File: src/rtl/lbm_pkg.sv
package lbm_pkg;
   typedef enum logic [1:0] {
      K_READ  = 2'd0,
      K_WRITE = 2'd1,
      K_RMW   = 2'd2,
      K_INTA  = 2'd3
   } lbm_kind_e;

   typedef enum logic [2:0] {
      S_IDLE,
      S_LKWAIT,
      S_ADDR,
      S_DATA,
      S_HOLD
   } lbm_state_e;
endpackage

File: src/rtl/lbm_tick_gen.sv
module lbm_tick_gen #(
   parameter int CLK_DIV = 2
) (
   input  logic clk2x,
   input  logic rst_n,
   output logic tick
);
   generate
      if (CLK_DIV == 2) begin : g_half
         logic phase_q;
         always_ff @(posedge clk2x or negedge rst_n) begin
            if (!rst_n) phase_q <= 1'b0;
            else        phase_q <= ~phase_q;
         end
         assign tick = phase_q;
      end else begin : g_full
         assign tick = 1'b1;
      end
   endgenerate
endmodule

File: src/rtl/lbm_beat_ctr.sv
module lbm_beat_ctr #(
   parameter int LEN_W = 2
) (
   input  logic             clk2x,
   input  logic             rst_n,
   input  logic             tick,
   input  logic             load,
   input  logic [LEN_W-1:0] len_in,
   input  logic             adv,
   output logic [LEN_W-1:0] idx,
   output logic             last
);
   logic [LEN_W-1:0] cnt_q;
   logic [LEN_W-1:0] lim_q;

   always_ff @(posedge clk2x or negedge rst_n) begin
      if (!rst_n) begin
         cnt_q <= '0;
         lim_q <= '0;
      end else if (tick) begin
         if (load) begin
            cnt_q <= '0;
            lim_q <= len_in;
         end else if (adv) begin
            cnt_q <= cnt_q + 1'b1;
         end
      end
   end

   assign idx  = cnt_q;
   assign last = (cnt_q == lim_q);
endmodule

File: src/rtl/lbm_bus_master.sv
module lbm_bus_master
   import lbm_pkg::*;
#(
   parameter int DATA_W  = 32,
   parameter int LEN_W   = 2,
   parameter int CLK_DIV = 2,
   localparam int ADDR_W = DATA_W - LEN_W,
   localparam int MAXB   = 1 << LEN_W,
   localparam int WBUF_W = MAXB * DATA_W
) (
   input  logic              clk2x,
   input  logic              rst_n,
   input  logic              req_valid,
   input  logic [1:0]        req_kind,
   input  logic [ADDR_W-1:0] req_addr,
   input  logic [LEN_W-1:0]  req_len,
   input  logic [WBUF_W-1:0] req_wdata,
   output logic              req_ready,
   output logic [DATA_W-1:0] rd_data,
   output logic              rd_valid,
   input  logic [DATA_W-1:0] lad_in,
   output logic [DATA_W-1:0] lad_out,
   output logic              lad_oe,
   output logic              ale_n,
   output logic              ale_oe,
   output logic              as_n,
   output logic              wr_sel,
   output logic              dir_tx,
   output logic              den_n,
   input  logic              ready_n,
   input  logic              lock_in_n,
   output logic              lock_pull,
   input  logic              hold_req,
   output logic              hold_ack
);
   initial begin
      if (CLK_DIV != 1 && CLK_DIV != 2)
         $fatal(1, "lbm_bus_master: CLK_DIV must be 1 or 2");
      if (LEN_W < 1 || LEN_W >= DATA_W)
         $fatal(1, "lbm_bus_master: LEN_W out of range");
   end

   logic              tick;
   lbm_state_e        state_q, state_d;
   lbm_kind_e         kind_q, cur_kind;
   logic [ADDR_W-1:0] addr_q;
   logic [LEN_W-1:0]  len_q;
   logic [WBUF_W-1:0] wbuf_q;
   logic              second_q, wr_q, lock_q, rdy_prev_q;
   logic [DATA_W-1:0] rd_data_q;
   logic              rd_valid_q;
   logic [LEN_W-1:0]  beat_idx;
   logic              beat_last, beat_ok, enter_addr;

   lbm_tick_gen #(.CLK_DIV(CLK_DIV)) u_tick (
      .clk2x(clk2x), .rst_n(rst_n), .tick(tick)
   );

   lbm_beat_ctr #(.LEN_W(LEN_W)) u_beats (
      .clk2x(clk2x), .rst_n(rst_n), .tick(tick),
      .load(state_q == S_ADDR), .len_in(len_q), .adv(beat_ok),
      .idx(beat_idx), .last(beat_last)
   );

   assign beat_ok    = (state_q == S_DATA) && !ready_n;
   assign cur_kind   = (state_q == S_IDLE) ? lbm_kind_e'(req_kind) : kind_q;
   assign enter_addr = (state_d == S_ADDR) && (state_q != S_ADDR);

   always_comb begin
      state_d = state_q;
      unique case (state_q)
         S_IDLE: begin
            if (hold_req)
               state_d = S_HOLD;
            else if (req_valid)
               state_d = (req_kind == K_RMW && !lock_in_n) ? S_LKWAIT : S_ADDR;
         end
         S_LKWAIT: if (lock_in_n) state_d = S_ADDR;
         S_ADDR:   state_d = S_DATA;
         S_DATA: begin
            if (beat_ok && beat_last)
               state_d = (kind_q == K_RMW && !second_q) ? S_ADDR : S_IDLE;
         end
         S_HOLD:   if (!hold_req) state_d = S_IDLE;
         default:  state_d = S_IDLE;
      endcase
   end

   always_ff @(posedge clk2x or negedge rst_n) begin
      if (!rst_n) begin
         state_q    <= S_IDLE;
         kind_q     <= K_READ;
         addr_q     <= '0;
         len_q      <= '0;
         wbuf_q     <= '0;
         second_q   <= 1'b0;
         wr_q       <= 1'b0;
         lock_q     <= 1'b0;
         rdy_prev_q <= 1'b0;
         rd_data_q  <= '0;
         rd_valid_q <= 1'b0;
      end else if (tick) begin
         state_q    <= state_d;
         rdy_prev_q <= beat_ok && !beat_last;
         rd_valid_q <= beat_ok && !wr_q;
         if (beat_ok && !wr_q) rd_data_q <= lad_in;
         if (state_q == S_IDLE && req_valid && !hold_req) begin
            kind_q   <= lbm_kind_e'(req_kind);
            addr_q   <= req_addr;
            len_q    <= req_len;
            wbuf_q   <= req_wdata;
            second_q <= 1'b0;
         end
         if (enter_addr) begin
            if (state_q == S_DATA) begin
               second_q <= 1'b1;
               wr_q     <= 1'b1;
               lock_q   <= 1'b0;
            end else begin
               wr_q   <= (cur_kind == K_WRITE);
               lock_q <= (cur_kind == K_RMW) || (cur_kind == K_INTA);
            end
         end else if (state_q == S_DATA && state_d == S_IDLE) begin
            lock_q <= 1'b0;
         end
      end
   end

   assign lad_out   = (state_q == S_ADDR) ? {addr_q, len_q}
                                          : wbuf_q[beat_idx*DATA_W +: DATA_W];
   assign lad_oe    = (state_q == S_ADDR) || (state_q == S_DATA && wr_q);
   assign ale_n     = (state_q != S_ADDR);
   assign ale_oe    = (state_q != S_HOLD);
   assign as_n      = !((state_q == S_ADDR) || (state_q == S_DATA && rdy_prev_q));
   assign den_n     = (state_q != S_DATA);
   assign wr_sel    = wr_q;
   assign dir_tx    = wr_q;
   assign lock_pull = lock_q;
   assign hold_ack  = (state_q == S_HOLD);
   assign req_ready = (state_q == S_IDLE) && !hold_req;
   assign rd_data   = rd_data_q;
   assign rd_valid  = rd_valid_q;
endmodule

File: config.mk
export PLATFORM = sky130hd
export DESIGN_NAME = lbm_bus_master
export DESIGN_NICKNAME = d
export VERILOG_FILES = /design/src/rtl/lbm_pkg.sv /design/src/rtl/lbm_tick_gen.sv /design/src/rtl/lbm_beat_ctr.sv /design/src/rtl/lbm_bus_master.sv
export SDC_FILE = /design/constraint.sdc
export NUM_CORES = 1
export LEC_CHECK = 0
export ABC_AREA = 1
export CAP_MARGIN = 20
export CORE_MARGIN = 3
export CORE_UTILIZATION = 48
export DETAILED_ROUTE_END_ITERATION = 8
export GPL_TIMING_DRIVEN = 0
export PLACE_DENSITY_LB_ADDON = 0.2
export SLEW_MARGIN = 20
export SYNTH_ARGS = -nofsm -noshare
export SYNTH_HDL_FRONTEND = slang
export SYNTH_SLANG_ARGS = --single-unit
File: constraint.sdc
create_clock -name clk2x -period 2 [get_ports clk2x]
set_clock_uncertainty 0.2 [all_clocks]
set_input_delay 0.4 -clock clk2x [delete_from_list [all_inputs] [get_ports clk2x]]
set_output_delay 0.4 -clock clk2x [all_outputs]
set_load 0.02 [all_outputs]
# After elaboration in Yosys (flattened, before gate mapping)

Index checks and enable logic that the tools add are counted.

Bitwise operators: 1
Equal/unequal tests: 14
Muxes and demuxes: 19
Reduce and logical (&&, ||, !) cells: 33
Shift operators: 1
Add/subtract/negate cells: 1

Operators with widths:

| cell                                                                    | count |
|---|---|
| 128-bit by 8-bit indexed part select with 32-bit output                 | 1 |
| 32-bit two-way mux                                                      | 1 |
| 3-bit two-way mux                                                       | 5 |
| 3-bit case mux with 5 select lines                                      | 1 |
| 1-bit logical AND                                                       | 13 |
| 2-bit AND reduction                                                     | 6 |
| 2-bit two-way mux                                                       | 5 |
| 3-bit by 2-bit == test with 1-bit output, second input constant         | 3 |
| 2-bit == test, second input constant                                    | 4 |
| 1-bit logical NOT                                                       | 7 |
| 1-bit two-way mux                                                       | 7 |
| 3-bit logical NOT                                                       | 2 |
| 3-bit by 2-bit inequality test with 1-bit output, second input constant | 2 |
| 2-bit nonzero test                                                      | 2 |
| 3-bit by 1-bit == test with 1-bit output, second input constant         | 1 |
| 3-bit == test, second input constant                                    | 1 |
| 1-bit logical OR                                                        | 3 |
| 3-bit inequality test, second input constant                            | 1 |
| 2-bit by 1-bit adder with 2-bit output, second input constant           | 1 |
| 2-bit by 1-bit == test with 1-bit output, second input constant         | 1 |
| 2-bit == test                                                           | 1 |
| 1-bit inverter                                                          | 1 |

Logic and storage cells: 83
Register bits: 207

# Logic depth before layout (Yosys ltp)

Word-level depth: 10
Gate-level depth with buffers: 11
Mapped depth without buffers: 10

# Modules after synthesis

A second synthesis with hierarchy kept.

Cells, all modules: 1082
Area total of the unflattened synthesis: 9334.0 µm²

By module, submodules not included:

| module         | sequential area each (µm²) | area each (µm²) | cells an instance | times used |
|---|---|---|---|---|
| lbm_bus_master | 5054.8                     | 9100.0          | 1051              | 1 |
| lbm_beat_ctr   | 100.1                      | 205.2           | 29                | 1 |
| lbm_tick_gen   | 25.0                       | 28.8            | 2                 | 1 |

# Worst setup path before layout

No wires, ideal clock.

Path type: reg2out
From: reg state_q[1]
To: out lad_oe
Slack: -0.353 ns
Stages on the path, launching flop included: 7
Arrival time: 1.753 ns
Required time: 1.400 ns
Path through: dfrtp_1 inv_1 nor2_1 nand2_1 clkbuf_1 buf_1 o21ai_0

Cells in the longest elaborated chain, start to end: 3

RTL lines:

| item                                     | line                  | text |
|---|---|---|
| start: declaration                       | lbm_bus_master.sv:44  | `lbm_state_e state_q, state_d;` |
| start signal: assignment                 | lbm_bus_master.sv:103 | `state_q <= state_d;` |
| 3-bit by 2-bit == test with 1-bit output | lbm_bus_master.sv:131 | `assign lad_oe = (state_q == S_ADDR) \|\| (state_q == S_DATA && wr_q);` |
| 1-bit logical AND                        | lbm_bus_master.sv:131 |  |
| 1-bit logical OR *                       | lbm_bus_master.sv:131 |  |
| end: declaration                         | lbm_bus_master.sv:23  | `output logic lad_oe,` |

Mark *: on every way between the ends. The rest lies on a longest branch, timed or not.

# Worst setup path after layout

From: reg state_q[1]
To: out lad_out[24]

Cells in the longest elaborated chain, start to end: 2

RTL lines:

| item                                     | line                  | text |
|---|---|---|
| 3-bit by 2-bit == test with 1-bit output | lbm_bus_master.sv:129 | `assign lad_out = (state_q == S_ADDR) ? {addr_q, len_q}` |
| 32-bit two-way mux                       | lbm_bus_master.sv:129 |  |
| end: declaration                         | lbm_bus_master.sv:22  | `output logic [DATA_W-1:0] lad_out,` |

Every way passes these cells.

==> results.py <==
metrics = {
    "global_route": {
        "grt_pass1_vias": 7954,
        "antenna_found_initial": 1,
        "grt_usage": 0.2588,
        "grt-ovfl-total": 0,
        "grt_pass1_wl_um": 43580,
        "grt_max_degree": 99,
    },
    "detailed_routing": {
        "drtPass1Iterations": 5,
        "dr_total_vias": 7911,
        "wire_per_inst_um": 23.02,
        "vias_per_cell": 5.479,
        "drt_iter0_drc": 333,
        "wl_um": 33230,
        "drtAntennaViolNets": 0,
        "drc_errors": 0,
    },
    "timing": {
        "hold_viol": 0,
        "setup_slack_ns": -0.5564,
        "grt_setup_unrepaired": "true",
        "timing.final.crit_share": 1.278,
        "setup_viol": 229,
        "post-route-min-period_ns": 2.556,
        "fin_tns_setup_ns": -44.99,
        "slew_headroom": 0.6654,
        "fmax_ghz": 0.3912,
        "max_slew.worst_pin.slew_ns": 0.5019,
        "slew_viol_final": 0,
    },
    "logic_synthesis": {
        "synth_area_per_cell_um2": 11.51,
        "yosysWarnings": 0,
        "syn_inst": 805,
        "ys_ff_latch": 207,
        "ys_types": 29,
        "yosys.area.top_type_share": 0.5589,
        "synth_area_leader_cell": "dfrtp_1",
        "synthTopCellsByArea": "dfrtp_1 56%, mux2_1 15%, nor2_1 6.8%, mux2_4 4.7%, mux2_2 4.5%",
        "syn-num-nets": 1005,
        "syn_area_mm2": 0.009269,
        "ys_seq_area_frac": 0.5589,
    },
    "worst_setup_path": {
        "end_kind": "primary output",
        "worstSetupPathType": "register to primary output",
        "worstPathRequired_ns": 1.40,
        "r2r_cells": 10,
        "rr_startpoint": "state_q[1]",
        "worstReg2RegEnd": "wbuf_q[23]",
        "max_stage_delay_ns": 0.38,
        "crit_fanout": 7,
        "crit_chain": "inv_2, nor2_4, nand2_4, clkbuf_16, buf_16, a31oi_2, buf_4",
        "critPathCapture": "lad_out[24]",
        "cp.arrival_ns": 1.96,
        "startpoint": "state_q[1]",
        "cpMaxStageDelayCell": "dfrtp_1",
        "start_kind": "register",
        "r2r_setup_slack_ns": -0.21,
    },
    "floorplanning": {
        "die_area_mm2": 0.02101,
        "dieHeight_um": 145.0,
        "dieWidth_um": 145.0,
        "rows": 50,
        "io-pin-count": 275,
        "initial_core_util": 0.4922,
        "core_area_mm2": 0.01883,
    },
    "power": {
        "combPwrFrac": 0.546,
        "pwr-share-seq": 0.287,
        "max-vdd-ir-drop_uv": 1056,
        "switchingPower_mw": 9.898,
        "power.leakage_nw": 7.670,
        "power_density_mw_per_mm2": 1678,
        "power_mw": 26.73,
        "sw_frac_of_total": 0.3703,
        "p_int_mw": 16.83,
        "pwr-share-clk": 0.167,
    },
    "run_status": {
        "outcome": "finished, violations left",
        "violations": "setup timing",
    },
    "finish": {
        "drive_gt1_frac": 0.4235,
        "final_common_cell": "dfrtp_1",
        "mostFrequentLayoutCells": "203 x dfrtp_1, 198 x clkdlybuf4s50_1, 147 x mux2_4",
        "fin_nets": 1368,
        "finalInstanceArea_mm2": 0.01593,
        "syn2layout_area_growth_pct": 71.87,
    },
    "clock_network": {
        "cts_buffer_depth": 3,
        "cts_made_buffers": 23,
        "clockRootBuffer": "clkbuf_16",
        "clock-sinks": 207,
        "clkTransAtPathRegs_ns": 0.06,
        "cts_tree": "done",
        "ctsHtreeMaxLevel": 1,
        "clock_latency_ns": 0.50,
    },
    "place": {
        "dpl.hpwl_um": 19380,
        "port_buffers": 274,
        "gp_congestion": 0.8480,
        "place_area_mm2": 0.01265,
    },
    "hold_path": {
        "worstHoldPathType": "input pin to asynchronous set/reset pin",
    },
    "job": {
        "cap_violations": 0,
    },
}
layer usage:
| layer | GRT usage | vias up | wire length, um |
|---|---|---|---|
| met5 | 0 | - | 0 |
| met4 | 0.08314 | 0 | 1275 |
| met3 | 0.06309 | 81 | 2313 |
| met2 | 0.4329 | 364 | 16450 |
| met1 | 0.3342 | 3969 | 13190 |
| li1 | - | 3497 | - |
how the worst min path moves through the flow:
stage / endpoint / start / cells after the start
floorplan: addr_q[0] / rst_n / 0
global placement: rd_valid / rd_valid / 2
detailed placement: wbuf_q[28] / rst_n / 1
CTS: wbuf_q[28] / rst_n / 2
global route: wbuf_q[27] / rst_n / 2
finish: wbuf_q[28] / rst_n / 2
registers in the layout, indices dropped and copies added, names as in the netlist:
| name | flops |
|---|---|
| second_q | 1 |
| u_tick.tick | 1 |
| len_q | 2 |
| dir_tx | 1 |
| lock_pull | 1 |
| u_beats.idx | 2 |
| rdy_prev_q | 1 |
| u_beats.lim_q | 2 |
| addr_q | 30 |
| state_q | 3 |
| kind_q | 2 |
| rd_valid | 1 |
| rd_data | 32 |
| wbuf_q | 128 |
cells by family (layout without fill, tap and decap cells):
family	count (synthesis)	in the layout	synth area share
xor+xnor	1	1	0.0009451
flops	207	207	0.5589
buf+inv	71	448	0.03483
mux	190	190	0.2426
other cells	0	1	0
simple gates	218	219	0.09409
compound gates	118	118	0.06871
power by group through the flow:
stage / combinational [mW] / sequential (mW) / clock [mW]
global placement: 10.1 / 7.29 / 0
finish: 14.6 / 7.66 / 4.47
floorplan: 5.99 / 7.49 / 0
CTS: 11.6 / 7.43 / 4.48
global route: 15.4 / 7.86 / 4.66
detailed placement: 10.3 / 7.35 / 0
synth_stat cells (all sizes together):
| library cell | n |
|---|---|
| clkbuf | 21 |
| dfrtp | 207 |
| xnor2 | 1 |
| nand3 | 8 |
| buf | 30 |
| mux2 | 190 |
| a22oi | 1 |
| nand4 | 3 |
| a22o | 1 |
| nand3b | 1 |
| nor3 | 1 |
| nor2 | 170 |
| nand2 | 35 |
| a21oi | 5 |
| inv | 18 |
| o22ai | 2 |
| a31oi | 30 |
| clkinv | 2 |
| o21ai | 79 |
final cells by class:
| type | count | area (um2) |
|---|---|---|
| repair buffers | 341 | 3851 |
| well taps | 260 | 325.3 |
| clock buffers | 31 | 625.6 |
| plain buffers | 47 | 747.0 |
| multi-input cells | 528 | 4947 |
| fillers | 964 | 2900 |
| clock inverters | 9 | 158.9 |
| inverters | 20 | 87.58 |
| flip-flops and latches | 207 | 5185 |
| diodes | 1 | 2.502 |
what timing repair did:
| item | CTS | global route |
|---|---|---|
| pin swaps | 11 | 17 |
| resized for setup | 444 | 278 |
| endpoints found under the setup margin | 231 | 247 |
| gates cloned | 2 | 25 |
| buffers inserted | 23 | 21 |
| endpoints found under the hold margin | 55 | 0 |
| hold buffers | 1 | 0 |
per-stage QoR:
stage	cells	setup WS (ns)	utilization	hold slack [ns]
2_1_floorplan	805	-0.01210	-	-0.09559
3_3_place_gp	1339	-8.584	0.6684	0.2654
3_5_place_dp	1341	-1.313	0.6716	0.1583
4_1_cts	1404	-0.5066	0.7553	0.2304
5_1_grt	1444	-0.6059	0.8460	0.2550
6_report	1444	-0.5564	0.8460	0.2059
critical path, delay by kind of cell (launching register included):
kind | cells | cell delay [ns]
buffers and inverters | 4 | 0.62
flip-flops | 1 | 0.38
AND/OR/NAND/NOR | 2 | 0.24
AO/OA/AOI/OAI | 1 | 0.20
Power figures use the tool's default switching activity.
